File: src/rtl/vdma_pkg.sv
package vdma_pkg;

    localparam int REG_W = 32;

    localparam int A_CMD = 0;
    localparam int A_TFS = 1;
    localparam int A_CHS = 2;
    localparam int A_CNT = 3;

    localparam int B_START  = 0;
    localparam int B_DIR    = 3;
    localparam int B_BUSY   = 16;
    localparam int B_ERR    = 17;
    localparam int B_DONE   = 18;
    localparam int B_IRQEN  = 1;
    localparam int B_VDONE  = 10;
    localparam int B_DEVIRQ = 11;

    localparam int S_ERR = 0;
    localparam int S_DRQ = 3;

    typedef enum logic [2:0] {
        ST_IDLE,
        ST_WAIT_DRQ,
        ST_FETCH,
        ST_PIO,
        ST_PUSH,
        ST_DONE,
        ST_ABORT
    } eng_state_t;

endpackage

File: src/rtl/vdma_pio_fsm.sv
module vdma_pio_fsm
    import vdma_pkg::*;
#(
    parameter int CNT_W  = 32,
    parameter int DATA_W = 16
) (
    input  logic              clk,
    input  logic              rst_n,
    input  logic              start,
    input  logic              stop,
    input  logic              dir_rd,
    input  logic              cnt_wr,
    input  logic [CNT_W-1:0]  cnt_wdata,
    input  logic              drq,
    input  logic              err,
    input  logic              buf_rd_valid,
    input  logic [DATA_W-1:0] buf_rd_data,
    input  logic              buf_wr_ready,
    input  logic              pio_ack,
    input  logic [DATA_W-1:0] pio_rdata,
    output logic              busy,
    output logic              done_p,
    output logic              abort_p,
    output logic              word_done,
    output logic [CNT_W-1:0]  count,
    output logic              buf_rd_ready,
    output logic              buf_wr_valid,
    output logic [DATA_W-1:0] buf_wr_data,
    output logic              pio_req,
    output logic              pio_we,
    output logic [DATA_W-1:0] pio_wdata
);

    localparam logic [CNT_W-1:0] STEP = CNT_W'(DATA_W / 8);

    eng_state_t        state_q, state_d;
    logic [CNT_W-1:0]  count_q;
    logic [DATA_W-1:0] word_q;
    logic              dir_q;
    logic              last_word;

    assign last_word = (count_q <= STEP);

    // state register
    always_ff @(posedge clk or negedge rst_n) begin
        if (!rst_n) begin
            state_q <= ST_IDLE;
        end else begin
            state_q <= state_d;
        end
    end

    // transitions
    always_comb begin
        state_d = state_q;
        unique case (state_q)
            ST_IDLE: begin
                if (start) begin
                    state_d = (count_q == '0) ? ST_DONE : ST_WAIT_DRQ;
                end
            end
            ST_WAIT_DRQ: begin
                if (stop) begin
                    state_d = ST_IDLE;
                end else if (err) begin
                    state_d = ST_ABORT;
                end else if (drq) begin
                    state_d = dir_q ? ST_PIO : ST_FETCH;
                end
            end
            ST_FETCH: begin
                if (stop) begin
                    state_d = ST_IDLE;
                end else if (buf_rd_valid) begin
                    state_d = ST_PIO;
                end
            end
            ST_PIO: begin
                if (stop) begin
                    state_d = ST_IDLE;
                end else if (pio_ack) begin
                    if (dir_q) begin
                        state_d = ST_PUSH;
                    end else begin
                        state_d = last_word ? ST_DONE : ST_WAIT_DRQ;
                    end
                end
            end
            ST_PUSH: begin
                if (stop) begin
                    state_d = ST_IDLE;
                end else if (buf_wr_ready) begin
                    state_d = last_word ? ST_DONE : ST_WAIT_DRQ;
                end
            end
            ST_DONE:  state_d = ST_IDLE;
            ST_ABORT: state_d = ST_IDLE;
            default:  state_d = ST_IDLE;
        endcase
    end

    // outputs
    always_comb begin
        busy         = (state_q != ST_IDLE);
        done_p       = (state_q == ST_DONE);
        abort_p      = (state_q == ST_ABORT);
        buf_rd_ready = (state_q == ST_FETCH);
        buf_wr_valid = (state_q == ST_PUSH);
        pio_req      = (state_q == ST_PIO);
        pio_we       = !dir_q;
        pio_wdata    = word_q;
        buf_wr_data  = word_q;
        word_done    = !stop &&
                       (((state_q == ST_PIO) && pio_ack && !dir_q) ||
                        ((state_q == ST_PUSH) && buf_wr_ready));
    end

    // datapath: count, direction, word holding register
    always_ff @(posedge clk or negedge rst_n) begin
        if (!rst_n) begin
            count_q <= '0;
            dir_q   <= 1'b0;
            word_q  <= '0;
        end else begin
            if ((state_q == ST_IDLE) && cnt_wr) begin
                count_q <= cnt_wdata;
            end else if (state_q == ST_ABORT) begin
                count_q <= '0;
            end else if (word_done) begin
                count_q <= last_word ? '0 : (count_q - STEP);
            end
            if ((state_q == ST_IDLE) && start) begin
                dir_q <= dir_rd;
            end
            if ((state_q == ST_FETCH) && buf_rd_valid) begin
                word_q <= buf_rd_data;
            end else if ((state_q == ST_PIO) && pio_ack && dir_q) begin
                word_q <= pio_rdata;
            end
        end
    end

    assign count = count_q;

endmodule

File: src/rtl/vdma_status_regs.sv
module vdma_status_regs
    import vdma_pkg::*;
#(
    parameter int CNT_W  = 32,
    parameter int ADDR_W = 2
) (
    input  logic              clk,
    input  logic              rst_n,
    input  logic              reg_wr,
    input  logic              reg_rd,
    input  logic [ADDR_W-1:0] reg_addr,
    input  logic [REG_W-1:0]  reg_wdata,
    output logic [REG_W-1:0]  reg_rdata,
    input  logic              busy,
    input  logic              done_p,
    input  logic              abort_p,
    input  logic [CNT_W-1:0]  count,
    input  logic [7:0]        dev_status,
    input  logic              dev_intrq,
    output logic              start,
    output logic              stop,
    output logic              dir_rd,
    output logic              cnt_wr,
    output logic [CNT_W-1:0]  cnt_wdata,
    output logic              irq_en,
    output logic              devirq,
    output logic              vdone,
    output logic              err_flag,
    output logic              host_irq
);

    logic       wr_cmd, wr_chs, rd_tfs;
    logic [7:0] cmd_q;
    logic       done_q, err_q, vdone_q, devirq_q, irq_en_q, intrq_q;
    logic       intrq_rise;

    assign wr_cmd     = reg_wr && (reg_addr == ADDR_W'(A_CMD));
    assign wr_chs     = reg_wr && (reg_addr == ADDR_W'(A_CHS));
    assign rd_tfs     = reg_rd && (reg_addr == ADDR_W'(A_TFS));
    assign cnt_wr     = reg_wr && (reg_addr == ADDR_W'(A_CNT));
    assign cnt_wdata  = reg_wdata[CNT_W-1:0];
    assign intrq_rise = dev_intrq && !intrq_q;

    assign start  = wr_cmd && reg_wdata[B_START] && !busy;
    assign stop   = wr_cmd && (reg_wdata[7:0] == 8'h00) && busy;
    assign dir_rd = reg_wdata[B_DIR];

    always_ff @(posedge clk or negedge rst_n) begin
        if (!rst_n) begin
            cmd_q    <= '0;
            done_q   <= 1'b0;
            err_q    <= 1'b0;
            vdone_q  <= 1'b0;
            devirq_q <= 1'b0;
            irq_en_q <= 1'b0;
            intrq_q  <= 1'b0;
        end else begin
            intrq_q <= dev_intrq;
            if (wr_cmd) begin
                cmd_q <= reg_wdata[7:0];
            end
            if (wr_chs) begin
                irq_en_q <= reg_wdata[B_IRQEN];
            end
            // set has priority over clear on every flag
            if (done_p || abort_p || (intrq_rise && !busy)) begin
                done_q <= 1'b1;
            end else if (wr_cmd && reg_wdata[B_DONE]) begin
                done_q <= 1'b0;
            end
            if (abort_p) begin
                err_q <= 1'b1;
            end else if (wr_cmd && reg_wdata[B_ERR]) begin
                err_q <= 1'b0;
            end
            if (done_p || abort_p) begin
                vdone_q <= 1'b1;
            end else if (wr_cmd && reg_wdata[B_ERR]) begin
                vdone_q <= 1'b0;
            end
            if (intrq_rise) begin
                devirq_q <= 1'b1;
            end else if (rd_tfs) begin
                devirq_q <= 1'b0;
            end
        end
    end

    always_comb begin
        reg_rdata = '0;
        unique case (reg_addr)
            ADDR_W'(A_CMD): begin
                reg_rdata[7:0]    = cmd_q;
                reg_rdata[B_BUSY] = busy;
                reg_rdata[B_ERR]  = err_q;
                reg_rdata[B_DONE] = done_q;
            end
            ADDR_W'(A_TFS): begin
                reg_rdata[31:24] = dev_status;
            end
            ADDR_W'(A_CHS): begin
                reg_rdata[B_IRQEN]  = irq_en_q;
                reg_rdata[B_VDONE]  = vdone_q;
                reg_rdata[B_DEVIRQ] = devirq_q;
            end
            default: begin
                reg_rdata = REG_W'(count);
            end
        endcase
    end

    assign irq_en   = irq_en_q;
    assign devirq   = devirq_q;
    assign vdone    = vdone_q;
    assign err_flag = err_q;
    assign host_irq = irq_en_q && (vdone_q || devirq_q);

endmodule

File: src/rtl/vdma_pio_chan.sv
module vdma_pio_chan
    import vdma_pkg::*;
#(
    parameter int CNT_W  = 32,
    parameter int DATA_W = 16,
    parameter int ADDR_W = 2
) (
    input  logic              clk,
    input  logic              rst_n,
    input  logic              reg_wr,
    input  logic              reg_rd,
    input  logic [ADDR_W-1:0] reg_addr,
    input  logic [31:0]       reg_wdata,
    output logic [31:0]       reg_rdata,
    output logic              host_irq,
    input  logic              buf_rd_valid,
    output logic              buf_rd_ready,
    input  logic [DATA_W-1:0] buf_rd_data,
    output logic              buf_wr_valid,
    input  logic              buf_wr_ready,
    output logic [DATA_W-1:0] buf_wr_data,
    input  logic              dev_intrq,
    input  logic [7:0]        dev_status,
    output logic              pio_req,
    output logic              pio_we,
    output logic [DATA_W-1:0] pio_wdata,
    input  logic [DATA_W-1:0] pio_rdata,
    input  logic              pio_ack
);

    logic             start_w, stop_w, dir_rd_w, cnt_wr_w;
    logic [CNT_W-1:0] cnt_wdata_w, count_w;
    logic             busy_w, done_w, abort_w, word_done_w;
    logic             irq_en_w, devirq_w, vdone_w, err_w;

    vdma_status_regs #(
        .CNT_W  (CNT_W),
        .ADDR_W (ADDR_W)
    ) u_regs (
        .clk        (clk),
        .rst_n      (rst_n),
        .reg_wr     (reg_wr),
        .reg_rd     (reg_rd),
        .reg_addr   (reg_addr),
        .reg_wdata  (reg_wdata),
        .reg_rdata  (reg_rdata),
        .busy       (busy_w),
        .done_p     (done_w),
        .abort_p    (abort_w),
        .count      (count_w),
        .dev_status (dev_status),
        .dev_intrq  (dev_intrq),
        .start      (start_w),
        .stop       (stop_w),
        .dir_rd     (dir_rd_w),
        .cnt_wr     (cnt_wr_w),
        .cnt_wdata  (cnt_wdata_w),
        .irq_en     (irq_en_w),
        .devirq     (devirq_w),
        .vdone      (vdone_w),
        .err_flag   (err_w),
        .host_irq   (host_irq)
    );

    vdma_pio_fsm #(
        .CNT_W  (CNT_W),
        .DATA_W (DATA_W)
    ) u_fsm (
        .clk          (clk),
        .rst_n        (rst_n),
        .start        (start_w),
        .stop         (stop_w),
        .dir_rd       (dir_rd_w),
        .cnt_wr       (cnt_wr_w),
        .cnt_wdata    (cnt_wdata_w),
        .drq          (dev_status[S_DRQ]),
        .err          (dev_status[S_ERR]),
        .buf_rd_valid (buf_rd_valid),
        .buf_rd_data  (buf_rd_data),
        .buf_wr_ready (buf_wr_ready),
        .pio_ack      (pio_ack),
        .pio_rdata    (pio_rdata),
        .busy         (busy_w),
        .done_p       (done_w),
        .abort_p      (abort_w),
        .word_done    (word_done_w),
        .count        (count_w),
        .buf_rd_ready (buf_rd_ready),
        .buf_wr_valid (buf_wr_valid),
        .buf_wr_data  (buf_wr_data),
        .pio_req      (pio_req),
        .pio_we       (pio_we),
        .pio_wdata    (pio_wdata)
    );

endmodule

File: config.mk
export PLATFORM = sky130hd
export DESIGN_NAME = vdma_pio_chan
export DESIGN_NICKNAME = d
export VERILOG_FILES = /design/src/rtl/vdma_pkg.sv /design/src/rtl/vdma_pio_fsm.sv /design/src/rtl/vdma_status_regs.sv /design/src/rtl/vdma_pio_chan.sv
export SDC_FILE = /design/constraint.sdc
export NUM_CORES = 1
export LEC_CHECK = 0
export BUFFER_PORTS_ARGS = -buffer_cell sky130_fd_sc_hd__buf_4
export CAP_MARGIN = 20
export CORE_ASPECT_RATIO = 0.75
export CORE_UTILIZATION = 55
export DETAILED_ROUTE_END_ITERATION = 10
export GPL_ROUTABILITY_DRIVEN = 0
export PLACE_DENSITY = 0.86
export SLEW_MARGIN = 20
export SYNTH_ARGS = -nofsm -noshare
export SYNTH_HDL_FRONTEND = slang
export SYNTH_SLANG_ARGS = --single-unit
File: constraint.sdc
create_clock -name clk -period 5.2 [get_ports clk]
set_clock_uncertainty 0.2 [all_clocks]
set_input_delay 0.78 -clock clk [delete_from_list [all_inputs] [get_ports clk]]
set_output_delay 0.78 -clock clk [all_outputs]
set_load 0.05 [all_outputs]
### Word level (Yosys, flattened, before mapping)

Cells that the tools add are included.

| storage, ports and cells | value |
|---|---|
| register bits after elaboration | 66 |
| input port bits | 82 |
| output and inout port bits | 69 |
| word-level logic and storage cells | 109 |

| operators by class | value |
|---|---|
| $add $sub $neg | 1 |
| magnitude comparators | 1 |
| equality and inequality tests | 14 |
| mux-type cells | 37 |
| reductions and logical operators | 45 |

Operator list:

| operator | count |
|---|---|
| 2-to-1 mux 32 bit | 4 |
| 2-to-1 mux 3 bit | 13 |
| less-or-equal comparator 32 x 2 -> 1 bit (second input constant) | 1 |
| logical NOT 32 bit | 1 |
| 2-to-1 mux 16 bit | 2 |
| subtractor 32 x 2 -> 32 bit (second input constant) | 1 |
| logical AND 1 bit | 21 |
| one-hot mux 8 bit (2 select lines) | 1 |
| one-hot mux 3 bit (5 select lines) | 1 |
| one-hot mux 6 bit (2 select lines) | 1 |
| nonzero test 2 bit | 5 |
| equality test 3 bit (second input constant) | 3 |
| logical NOT 8 bit | 1 |
| 2-to-1 mux 1 bit | 8 |
| equality test 3 x 2 -> 1 bit (second input constant) | 2 |
| inequality test 3 x 1 -> 1 bit (second input constant) | 2 |
| one-hot mux 3 bit (2 select lines) | 1 |
| nonzero test 3 bit | 2 |
| OR reduction 2 bit | 3 |
| 2-to-1 mux 5 bit | 1 |
| AND reduction 5 bit | 1 |
| equality test 2 bit (second input constant) | 2 |
| logical NOT 1 bit | 4 |
| logical OR 1 bit | 4 |
| other kinds (13) | 13 |

### Logic depth before layout (Yosys ltp)

Gate-level depths: netlist of the first run.

| depth | value |
|---|---|
| depth in word-level cells | 9 |
| gate-level depth with buffers | 8 |
| gate-level depth less buffers | 7 |

### Cells and area by module

Synthesis of the first run repeated with hierarchy kept, for this count alone.

| second synthesis, totals | value |
|---|---|
| cells, all modules | 505 |
| area total of the unflattened synthesis | 4569.4 µm² |

Modules (own cells, without submodules):

| module | times used | cells each | area an instance (µm²) | seq. area each (µm²) |
|---|---|---|---|---|
| vdma_pio_fsm | 1 | 378 | 3325.7 | 1301.2 |
| vdma_status_regs | 1 | 127 | 1243.7 | 350.3 |

### Worst setup path after synthesis of the first run

No wires, ideal clock.

| timing path | value |
|---|---|
| path type | input to output |
| start point | input port reg_addr[1] |
| end point | output port reg_rdata[10] |
| arrival time | 2.409 ns |
| data required time | 4.220 ns |
| setup slack | 1.811 ns |
| stages on the path | 4 |
| path buffers | 3 |
| cells stage by stage | clkbuf_1 > clkbuf_1 > clkbuf_1 > nor2b_1 |

| between the ends | value |
|---|---|
| longest elaborated chain between the ends | 3 |
| elaborated cells between the ends (all ways) | 5 |
| classes of those cells | 2 x eq/ne; 1 x mux; 2 x reduce/logical |

RTL lines:

| element | line | source |
|---|---|---|
| start: declaration | vdma_pio_chan.sv:12 | `input logic [ADDR_W-1:0] reg_addr,` |
| equality test 2 x 1 -> 1 bit or logical NOT 2 bit (tied branches) | vdma_status_regs.sv:91 | `unique case (reg_addr)` |
| OR reduction 2 bit (no line) | n/a |  |
| one-hot mux 2 bit (2 select lines) * | vdma_status_regs.sv:91 |  |
| end: declaration | vdma_pio_chan.sv:14 | `output logic [31:0] reg_rdata,` |

Mark *: on every way between the ends. The rest lies on a longest branch, timed or not.

### Worst setup path in the final report of the first run

| timing path | value |
|---|---|
| start point | register u_fsm.state_q[0] |
| end point | register u_fsm.count_q[1] (netlist: u_fsm.count[1]) |

| between the ends | value |
|---|---|
| longest elaborated chain between the ends | 6 |
| elaborated cells between the ends (all ways) | 16 |
| classes of those cells | 3 x eq/ne; 2 x mux; 11 x reduce/logical |

RTL lines:

| element | line | source |
|---|---|---|
| start: declaration | vdma_pio_fsm.sv:36 | `eng_state_t state_q, state_d;` |
| start signal: assignment | vdma_pio_fsm.sv:49 | `state_q <= state_d;` |
| equality test 3 x 2 -> 1 bit | vdma_pio_fsm.sv:114 | `(((state_q == ST_PIO) && pio_ack && !dir_q) \|\|` |
| logical AND 1 bit (2 in a row) | vdma_pio_fsm.sv:114 |  |
| logical OR 1 bit | vdma_pio_fsm.sv:114 |  |
| logical AND 1 bit | vdma_pio_fsm.sv:113 | `word_done = !stop &&` |
| nonzero test 3 bit (no line) | n/a |  |
| end signal: assignment | vdma_pio_fsm.sv:126 | `count_q <= cnt_wdata;` |
| end signal: assignment | vdma_pio_fsm.sv:130 | `count_q <= last_word ? '0 : (count_q - STEP);` |
| end: declaration | vdma_pio_fsm.sv:37 | `logic [CNT_W-1:0] count_q;` |

Several ways; a longest one is shown, not always the timed one.
A chain may end at the register's enable or synchronous reset.

==> results of run 1 <==
flip-flops by register name, indices dropped and copies added, names as in the netlist:
| signal | cells |
|---|---|
| u_regs.irq_en | 1 |
| u_fsm.state_q | 3 |
| u_fsm.count | 32 |
| u_regs.done_q | 1 |
| u_regs.intrq_q | 1 |
| u_regs.vdone | 1 |
| u_fsm.buf_wr_data | 16 |
| u_regs.devirq | 1 |
| u_fsm.dir_q | 1 |
| u_regs.err_flag | 1 |
| u_regs.cmd_q | 8 |
through the flow:
stage	power [uW]	hold WS [ns]
2_1_floorplan	2040	0.246
3_3_place_gp	2390	0.266
3_5_place_dp	2440	0.269
4_1_cts	2860	0.290
5_1_grt	3020	0.311
6_report	2870	0.290
critical path: stages (launching register included):
cell and delay (ns):
dfrtp_1 0.57, or3_1 0.57, o21ai_1 0.71, a21o_1 0.68, o311ai_0 0.32, a21boi_0 0.20
logic make-up (layout without fill, tap and decap cells):
family	after synthesis	in the layout
AO/OA/AOI/OAI	141	141
XOR/XNOR	1	1
adder cells (fa/ha/maj)	1	1
buffers and inverters	61	177
flip-flops	66	66
multiplexers	37	37
AND/OR/NAND/NOR	187	187
placed cells by master (no fill, tap or decap), drive strengths merged, types with 7 or more instances in the layout:
master / instances
a21oi: 24
a22o: 17
a22oi: 13
and3: 16
buf: 156
clkbuf: 10
dfrtp: 66
mux2: 11
mux2i: 26
nand2: 31
nand2b: 8
nand4: 14
nor2: 31
nor2b: 11
nor3: 20
nor4: 14
o211ai: 12
o21ai: 18
o221ai: 7
o31ai: 14
or3: 12
metal layers:
metal / wire, um / vias up / GRT usage (%)
li1: - / 2111 / -
met1: 5810 / 2243 / 45.3
met2: 6350 / 281 / 49.4
met3: 1430 / 39 / 7.55
met4: 294 / 0 / 13.5
met5: 0 / - / 0
power by group through the flow:
stage               Combinational, uW  Sequential [uW]  Clock, uW
floorplan                        1020             1020          0
global placement                 1510              882          0
detailed placement               1550              891          0
CTS                              1550              882        425
global route                     1650              914        448
finish                           1560              891        419
path summary, 6_finish.rpt:
kind,cells past startpoint,from,end
max,5,u_fsm.state_q[0],u_fsm.count[1]
min,2,u_regs.err_flag,u_regs.err_flag
max reg2reg,5,u_fsm.state_q[0],u_fsm.count[1]
min reg2reg,2,u_regs.err_flag,u_regs.err_flag
max in group asynchronous,1,rst_n,u_fsm.count[7]
min in group asynchronous,1,rst_n,u_fsm.count[23]
final cells by class:
| type | instances | area [sq um] |
|---|---|---|
| clock buffers | 10 | 128 |
| clock inverters | 6 | 57.6 |
| fillers | 640 | 2230 |
| inverters | 5 | 18.8 |
| multi-input cells | 367 | 2530 |
| flip-flops and latches | 66 | 1650 |
| well taps | 105 | 131 |
| repair buffers | 156 | 1170 |
==> reports/summary.txt, run 1 <==
Max cap viols: 0
Antenna-violating nets left: 0
Total CTS buffers: 9
Cell area after synthesis: 4490 sq um
Syn_nets: 577
Net switching power: 1460 uW
H-tree Lvls: 3
RSZ-0062 raised after global routing: no
Gr usage total: 32.8%
Min cycle time layout: 3.42 ns
Cells after synthesis: 494
Setup crit end kind: flip-flop
Core area: 7920 sq um
CTS tree: done
Cts hold-fix bufs: 0
#FFs+latches synth: 66
Die ar.: 8540 sq um
Sequential share of the synthesized area: 36.8%
Internal Power: 1410 uW
Fin crit share: 65.7%
Reg clk slew, reported paths: 0.07 ns
CTS max path bufs: 2
Synth Area in Adders: 0.278%
I/O Buffers: 150
Top cells by count, synth: dfrtp_1 (66), nor2_1 (31), clkbuf_1 (30), nand2_1 (30), mux2i_1 (26)
Top FF cell, synth: dfrtp_1
Post-Place Cells: 698
Largest family of logic cells by synthesized area: simple AND/OR/NAND/NOR gates
Critical path class: flip-flop to flip-flop
HPWL after detailed placement: 9.97 mm
EDFF count, synth: 0
Clk Latency, worst-skew pair: 0.35 ns
Simple-gate share of the synthesized area: 24.3%
Setup WS pre-CTS: 1.72 ns
Post-Layout Cell Count: 715
Req. time, crit path: 5.19 ns
Area Growth Syn to Fin: 26.7%
Relative slew slack: 35.1%
Synth area leaders: dfrtp_1 (37%), mux2i_1 (5.8%), a22o_1 (3.3%)
CP Max Fanout: 26
Min-delay worst type: flip-flop to flip-flop
Post-synthesis mux area share: 8.55%
Area share of the largest cell type after synthesis: 36.8%
Die Span X: 106 um
Setup slack, reg-to-reg: 1.78 ns
Root buf cell: clkbuf_8
Post-CTS Setup Inserts: 0
Worst setup margin: 1.78 ns
Vias: 4674
Clock Power Share: 14.6%
Initial antenna violation count: 0
Num rows: 28
GRT overflow: 0
Slew Viols, Final: 0
Number of top-level pins: 151
Distinct cells, synth: 62
Power per cell area: 505 nW/um^2
Final setup TNS: 0 ns
CTS sink cnt: 66
Synth Area in XOR/XNOR: 0.195%
Residual DRC: 0
Pre-antenna DRT Iters: 5
Compound-Gate Fraction of Synth Area: 22.8%
Most frequent cell after synthesis: dfrtp_1
Logic gate share of total power: 54.4%
Worst Tran Pin Value: 0.973 ns
Drt total wl: 13.9 mm
Syn avg cell area: 9.10 sq um
DRT iter0 DRCs: 464
Final setup viols: 0
Final Cell Area: 5690 sq um
Cell taking the most area after synthesis: dfrtp_1
YS warnings: 0
Sw frac: 50.9%
Average wire per standard cell: 19.4 um
CP arrival: 3.41 ns
Post-CTS sizing: 0
Largest net degree at the start of global routing: 67
Initial Util: 56.7%
Ant diodes: 0
Sequential Power Share: 31.0%
Outcome: finished clean
Die Ht: 80.3 um
Leakage: 0.00251 uW
Final Hold Vio Count: 0
Layout Utilization: 71.9%
Type of origin of the critical path: flip-flop
Number of global-route vias before repair: 4358
First-pass GRT wire length: 21.7 mm
Placed inst area: 5490 sq um
Post-synth ARST share: 100%
Max IR drop VDD: 487 uV
Fin nets: 688
Layout cell share with drive strength beyond 1: 32.8%
F_max: 293 MHz
Vias per cell: 6.54
Power figures use the tool's default switching activity.
==> inputs of run 2 (changes only) <==
--- a/config.mk
+++ b/config.mk
@@ -8,10 +8,10 @@
 export BUFFER_PORTS_ARGS = -buffer_cell sky130_fd_sc_hd__buf_4
 export CAP_MARGIN = 20
 export CORE_ASPECT_RATIO = 0.75
-export CORE_UTILIZATION = 55
+export CORE_UTILIZATION = 46
 export DETAILED_ROUTE_END_ITERATION = 10
 export GPL_ROUTABILITY_DRIVEN = 0
-export PLACE_DENSITY = 0.86
+export PLACE_DENSITY = 0.77
 export SLEW_MARGIN = 20
 export SYNTH_ARGS = -nofsm -noshare
 export SYNTH_HDL_FRONTEND = slang
==> constraint.sdc (replaced) <==
create_clock -name clk -period 3.1 [get_ports clk]
set_clock_uncertainty 0.2 [all_clocks]
set_input_delay 0.465 -clock clk [delete_from_list [all_inputs] [get_ports clk]]
set_output_delay 0.465 -clock clk [all_outputs]
set_load 0.05 [all_outputs]
==> run 2 against run 1 <==
Compared with the run above:
- sequential power up 63%
- combinational power up 77%
- worst setup slack worse by 1.6 ns
- die area up 19%
- cell area up 5.5%
- sequential share of layout area down 1.5 points
- total power up 89%
- highest routed layer unchanged
- critical path depth unchanged
- first-iteration DRC count down 12%
- flip-flop and latch count unchanged
==> reports/summary.txt, run 2 (synthesis results as in run 1) <==
Outcome: finished clean
HPWL after detailed placement: 10.6 mm (+6.2%)
H-tree Lvls: 3 (unchanged)
Max reg flops: 32 (unchanged)
Fin nets: 702 (+2.0%)
CTS sink cnt: 66 (unchanged)
Relative slew slack: 41.6% (+6.5 points)
Crit-path cells: nor4_4 -> nand4_2 -> or4_4 -> nand2_2 -> o221ai_1
Ant diodes: 0 (unchanged)
Post-Place Cells: 736 (+5.4%)
Clk Latency, worst-skew pair: 0.34 ns (about the same)
CTS max path bufs: 2 (unchanged)
Layout cell share with drive strength beyond 1: 34.6% (+1.8 points)
CP Max Fanout: 22 (-15%)
Max IR drop VDD: 368 uV (-24%)
Num rows: 30 (+7.1%)
Cts hold-fix bufs: 0 (unchanged)
Total Power: 5430 uW (+89%)
Antenna-violating nets left: 0 (unchanged)
Fin crit share: 95.3% (+30 points)
Initial antenna violation count: 0 (unchanged)
Post-CTS sizing: 0 (unchanged)
Critical-path top delay cell: or4_4
Setup slack, reg-to-reg: 0.14 ns (-1.64 ns)
Most used cells in the layout excluding fill and tap cells: buf_4 (169), dfrtp_1 (66), nand2_1 (30), nor2_1 (29), mux2i_1 (26)
Gr usage total: 29.4% (-3.4 points)
Area of the multi-input gates: 2530 sq um (unchanged)
Core area: 9270 sq um (+17%)
Power per cell area: 904 nW/um^2 (+79%)
Critical path class: flip-flop to flip-flop
R2r worst-path depth: 5 (unchanged)
Final setup TNS: 0 ns (unchanged)
Min-delay worst type: input pin to async pin
I/O Buffers: 150 (unchanged)
CP arrival: 2.95 ns (-0.46 ns)
Die ar.: 10200 sq um (+19%)
Vias per cell: 6.20 (-5.2%)
Number of global-route vias before repair: 4364 (+0.14%)
Type of origin of the critical path: flip-flop
Pre-antenna DRT Iters: 5 (unchanged)
Final Hold Vio Count: 0 (unchanged)
First-pass GRT wire length: 22.8 mm (+5.1%)
Post-CTS Setup Inserts: 0 (unchanged)
Commonest non-fill, non-tap cell in the layout: buf_4
CP max stage delay: 0.77 ns (+0.06 ns)
Number of top-level pins: 151 (unchanged)
F_max: 338 MHz (+16%)
Residual DRC: 0 (unchanged)
Min cycle time layout: 2.96 ns (-0.461 ns)
Worst r2r dst: u_fsm.count[26]
Total CTS buffers: 9 (unchanged)
Post-Layout Cell Count: 752 (+5.2%)
Worst Tran Pin Value: 0.875 ns (-0.0976 ns)
Filler instances: 789 (+23%)
DRT iter0 DRCs: 408 (-12%)
Area Growth Syn to Fin: 33.6%
Die Ht: 87.6 um (+9.1%)
CTS tree: done
Final setup viols: 0 (unchanged)
Initial Util: 48.5% (-8.3 points)
RSZ-0062 raised after global routing: no
Worst path bufs/invs: 0 (unchanged)
Setup crit end kind: flip-flop
Root buf cell: clkbuf_16
CP top delay family: simple AND/OR/NAND/NOR gates
FF-to-FF Start: u_fsm.count[12]
Drt total wl: 14.7 mm (+6.1%)
Register area: 1650 sq um (unchanged)
Vias: 4661 (-0.28%)
GRT overflow: 0 (unchanged)
Largest net degree at the start of global routing: 67 (unchanged)
Die Span X: 116 um (+9.2%)
Leakage: 0.00266 uW (+6.2%)
Max cap viols: 0 (unchanged)
Req. time, crit path: 3.09 ns (-2.10 ns)
Reg clk slew, reported paths: 0.06 ns (about the same)
Fin Hold WS: 0.0377 ns (-0.252 ns)
Average wire per standard cell: 19.6 um (+0.91%)
Slew Viols, Final: 0 (unchanged)
Stages on worst setup path: 5 (unchanged)
run 2: changes by cell type in the layout (fill, tap and decap cells not counted), sizes merged:
cell      change
clkinv        -2
bufinv        +2
buf          +14
clkbuf        +1
clkinvlp      -1
run 2: report_power, final:
| group | switching (uW) | internal (uW) | leakage (uW) |
|---|---|---|---|
| registers | 309 | 1140 | 0.000721 |
| logic | 1840 | 918 | 0.00177 |
| clock network | 392 | 826 | 0.000176 |
run 2: area by class of cell:
type / instances / share of cell area, %
clock buffers: 11 / 4.21
clock inverters: 5 / 1.67
inverters: 5 / 0.313
multi-input cells: 367 / 42.1
flip-flops and latches: 66 / 27.5
well taps: 128 / 2.67
repair buffers: 170 / 21.5
run 2: how the worst max path moves through the flow:
stage                    start  slack, ns         endpoint
6_report       u_fsm.count[12]       0.14  u_fsm.count[26]
5_1_grt        u_fsm.count[12]       0.05  u_fsm.count[29]
4_1_cts        u_fsm.count[12]       0.22  u_fsm.count[26]
3_5_place_dp   u_fsm.count[12]       0.24  u_fsm.count[26]
3_3_place_gp    u_fsm.count[8]       0.38  u_fsm.count[29]
2_1_floorplan      reg_addr[1]       0.34    reg_rdata[10]
run 2: worst reg2reg max path, delay by kind of cell, from the launching register on:
kind,cells,cell delay [ns]
simple gates,4,1.94
flops,1,0.46
compound gates,1,0.21
run 2: metrics by stage:
stage	utilization (%)	area, sq um	worst slack [ns]
after detailed placement	60.9	5650	0.243
after global placement	60.9	5650	0.376
after CTS	64.7	6000	0.216
after floorplan	-	4500	0.341
after global routing	64.7	6000	0.0531
final	64.7	6000	0.144
run 2: routing by layer:
layer	global-route usage, %	vias up	part of all wire, %	routed length (um)
met1	41.9	2276	43	6410
li1	-	2133	-	-
met5	0	-	0	0
met4	8.86	0	1.6	230
met3	7.27	21	8.5	1260
met2	44.0	231	46	6840
==> inputs of run 3 (changes only) <==
==> constraint.sdc (replaced) <==
create_clock -name clk -period 3.1 [get_ports clk]
set_clock_uncertainty 0.2 [all_clocks]
set_input_delay 0.62 -clock clk [delete_from_list [all_inputs] [get_ports clk]]
set_output_delay 0.62 -clock clk [all_outputs]
set_load 0.05 [all_outputs]
==> run 3 against run 2 <==
Compared with the run above:
- sequential share of layout area grew 0.20 points
- sequential power is essentially flat
- die area unchanged
- hold slack improved by 0.16 ns
- largest cell class unchanged
- highest routed layer unchanged
==> reports/summary.txt, run 3 (synthesis results as in run 1) <==
DRT iter0 DRCs: 380 (-6.9%)
Crit-path cells: nor4_4 -> nand4_2 -> or4_4 -> nand2_2 -> o221ai_1
Fin crit share: 92.1% (-3.2 points)
Min-delay worst type: input pin to async pin
Core area: 9270 sq um (unchanged)
Req. time, crit path: 3.09 ns (about the same)
Power per cell area: 885 nW/um^2 (-2.1%)
Type of origin of the critical path: flip-flop
Pre-antenna DRT Iters: 5 (unchanged)
Setup crit end kind: flip-flop
Initial Util: 48.5% (unchanged)
Final Hold Vio Count: 0 (unchanged)
Register area: 1650 sq um (unchanged)
Filler instances: 782 (-0.89%)
Clk Latency, worst-skew pair: 0.33 ns (about the same)
Average wire per standard cell: 19.8 um (+1.3%)
Critical path class: flip-flop to flip-flop
Post-CTS Setup Inserts: 0 (unchanged)
Final setup TNS: 0 ns (unchanged)
Max cap viols: 0 (unchanged)
Area of the multi-input gates: 2530 sq um (unchanged)
Vias per cell: 6.33 (+2.1%)
Relative slew slack: 43.0% (+1.4 points)
Residual DRC: 0 (unchanged)
Die Ht: 87.6 um (unchanged)
Drt total wl: 14.9 mm (+1.3%)
Num rows: 30 (unchanged)
CP arrival: 2.85 ns (-0.10 ns)
Die ar.: 10200 sq um (unchanged)
CTS max path bufs: 2 (unchanged)
Slew Viols, Final: 0 (unchanged)
Fin nets: 704 (+0.28%)
Max IR drop VDD: 381 uV (+3.8%)
Reg clk slew, reported paths: 0.06 ns (about the same)
Area Growth Syn to Fin: 32.6%
Die Span X: 116 um (unchanged)
CP max stage delay: 0.77 ns (about the same)
Antenna-violating nets left: 0 (unchanged)
Cts hold-fix bufs: 0 (unchanged)
Vias: 4759 (+2.1%)
Most used cells in the layout excluding fill and tap cells: buf_4 (171), dfrtp_1 (66), nand2_1 (30), nor2_1 (29), mux2i_1 (26)
Commonest non-fill, non-tap cell in the layout: buf_4
Number of top-level pins: 151 (unchanged)
I/O Buffers: 150 (unchanged)
F_max: 350 MHz (+3.5%)
R2r worst-path depth: 5 (unchanged)
HPWL after detailed placement: 10.6 mm (+0.24%)
Final setup viols: 0 (unchanged)
Critical-path top delay cell: or4_4
Max reg flops: 32 (unchanged)
Layout cell share with drive strength beyond 1: 34.5% (-0.16 points)
Post-CTS sizing: 0 (unchanged)
RSZ-0062 raised after global routing: no
Ant diodes: 0 (unchanged)
Total CTS buffers: 9 (unchanged)
Worst Tran Pin Value: 0.855 ns (-0.0205 ns)
Worst path bufs/invs: 0 (unchanged)
Number of global-route vias before repair: 4410 (+1.1%)
Initial antenna violation count: 0 (unchanged)
CP Max Fanout: 22 (unchanged)
FF-to-FF Start: u_fsm.count[12]
Worst r2r dst: u_fsm.count[26]
Largest net degree at the start of global routing: 67 (unchanged)
Min cycle time layout: 2.86 ns (-0.100 ns)
Root buf cell: clkbuf_16
CTS sink cnt: 66 (unchanged)
CP top delay family: simple AND/OR/NAND/NOR gates
H-tree Lvls: 3 (unchanged)
CTS tree: done
First-pass GRT wire length: 23.0 mm (+0.94%)
GRT overflow: 0 (unchanged)
Fin Hold WS: 0.202 ns (+0.164 ns)
Setup slack, reg-to-reg: 0.24 ns (+0.10 ns)
Gr usage total: 29.5% (+0.081 points)
Outcome: finished clean
Leakage: 0.00264 uW (-0.95%)
-- run 3: per-layer routing --
metal | up-vias | global-route usage, % | part of all wire [%]
li1 | 2140 | - | -
met1 | 2248 | 42.5 | 43
met2 | 332 | 42.5 | 45
met3 | 39 | 8.79 | 10
met4 | 0 | 8.74 | 1.8
met5 | - | 0 | 0
-- run 3: worst max-delay path by stage --
stage                 endpoint  slack, ns  cells after the start       startpoint
6_report       u_fsm.count[26]       0.24                      5  u_fsm.count[12]
5_1_grt        u_fsm.count[29]       0.12                      5   u_fsm.count[8]
4_1_cts        u_fsm.count[26]       0.28                      5  u_fsm.count[12]
3_5_place_dp   u_fsm.count[26]       0.30                      5  u_fsm.count[12]
3_3_place_gp   u_fsm.count[29]       0.37                      5  u_fsm.count[28]
2_1_floorplan    reg_rdata[10]       0.03                      4      reg_addr[1]
-- run 3: final cells by class --
cell class | count | share of cell area, %
clock buffer | 12 | 4.31
clock inverter | 2 | 0.630
inverter | 5 | 0.315
multi-input combinational | 367 | 42.4
sequential | 66 | 27.7
tap | 128 | 2.69
timing repair buffer | 172 | 21.9
-- run 3: through the flow --
step	util, %	std cells	area, sq um	total power (uW)	worst slack, ns
finish	64.3	752	5960	5270	0.244
global route	64.3	752	5960	5510	0.119
CTS	64.3	752	5960	5250	0.278
detailed placement	61.1	738	5660	4210	0.299
global placement	61.1	738	5660	4140	0.365
floorplan	-	494	4500	3420	0.0308
-- run 3: report_power, final --
group	leakage, uW	switching, uW	internal [uW]	total, uW
registers	0.000721	320	1140	1460
logic	0.00177	1840	932	2780
clock network	0.000141	383	658	1040
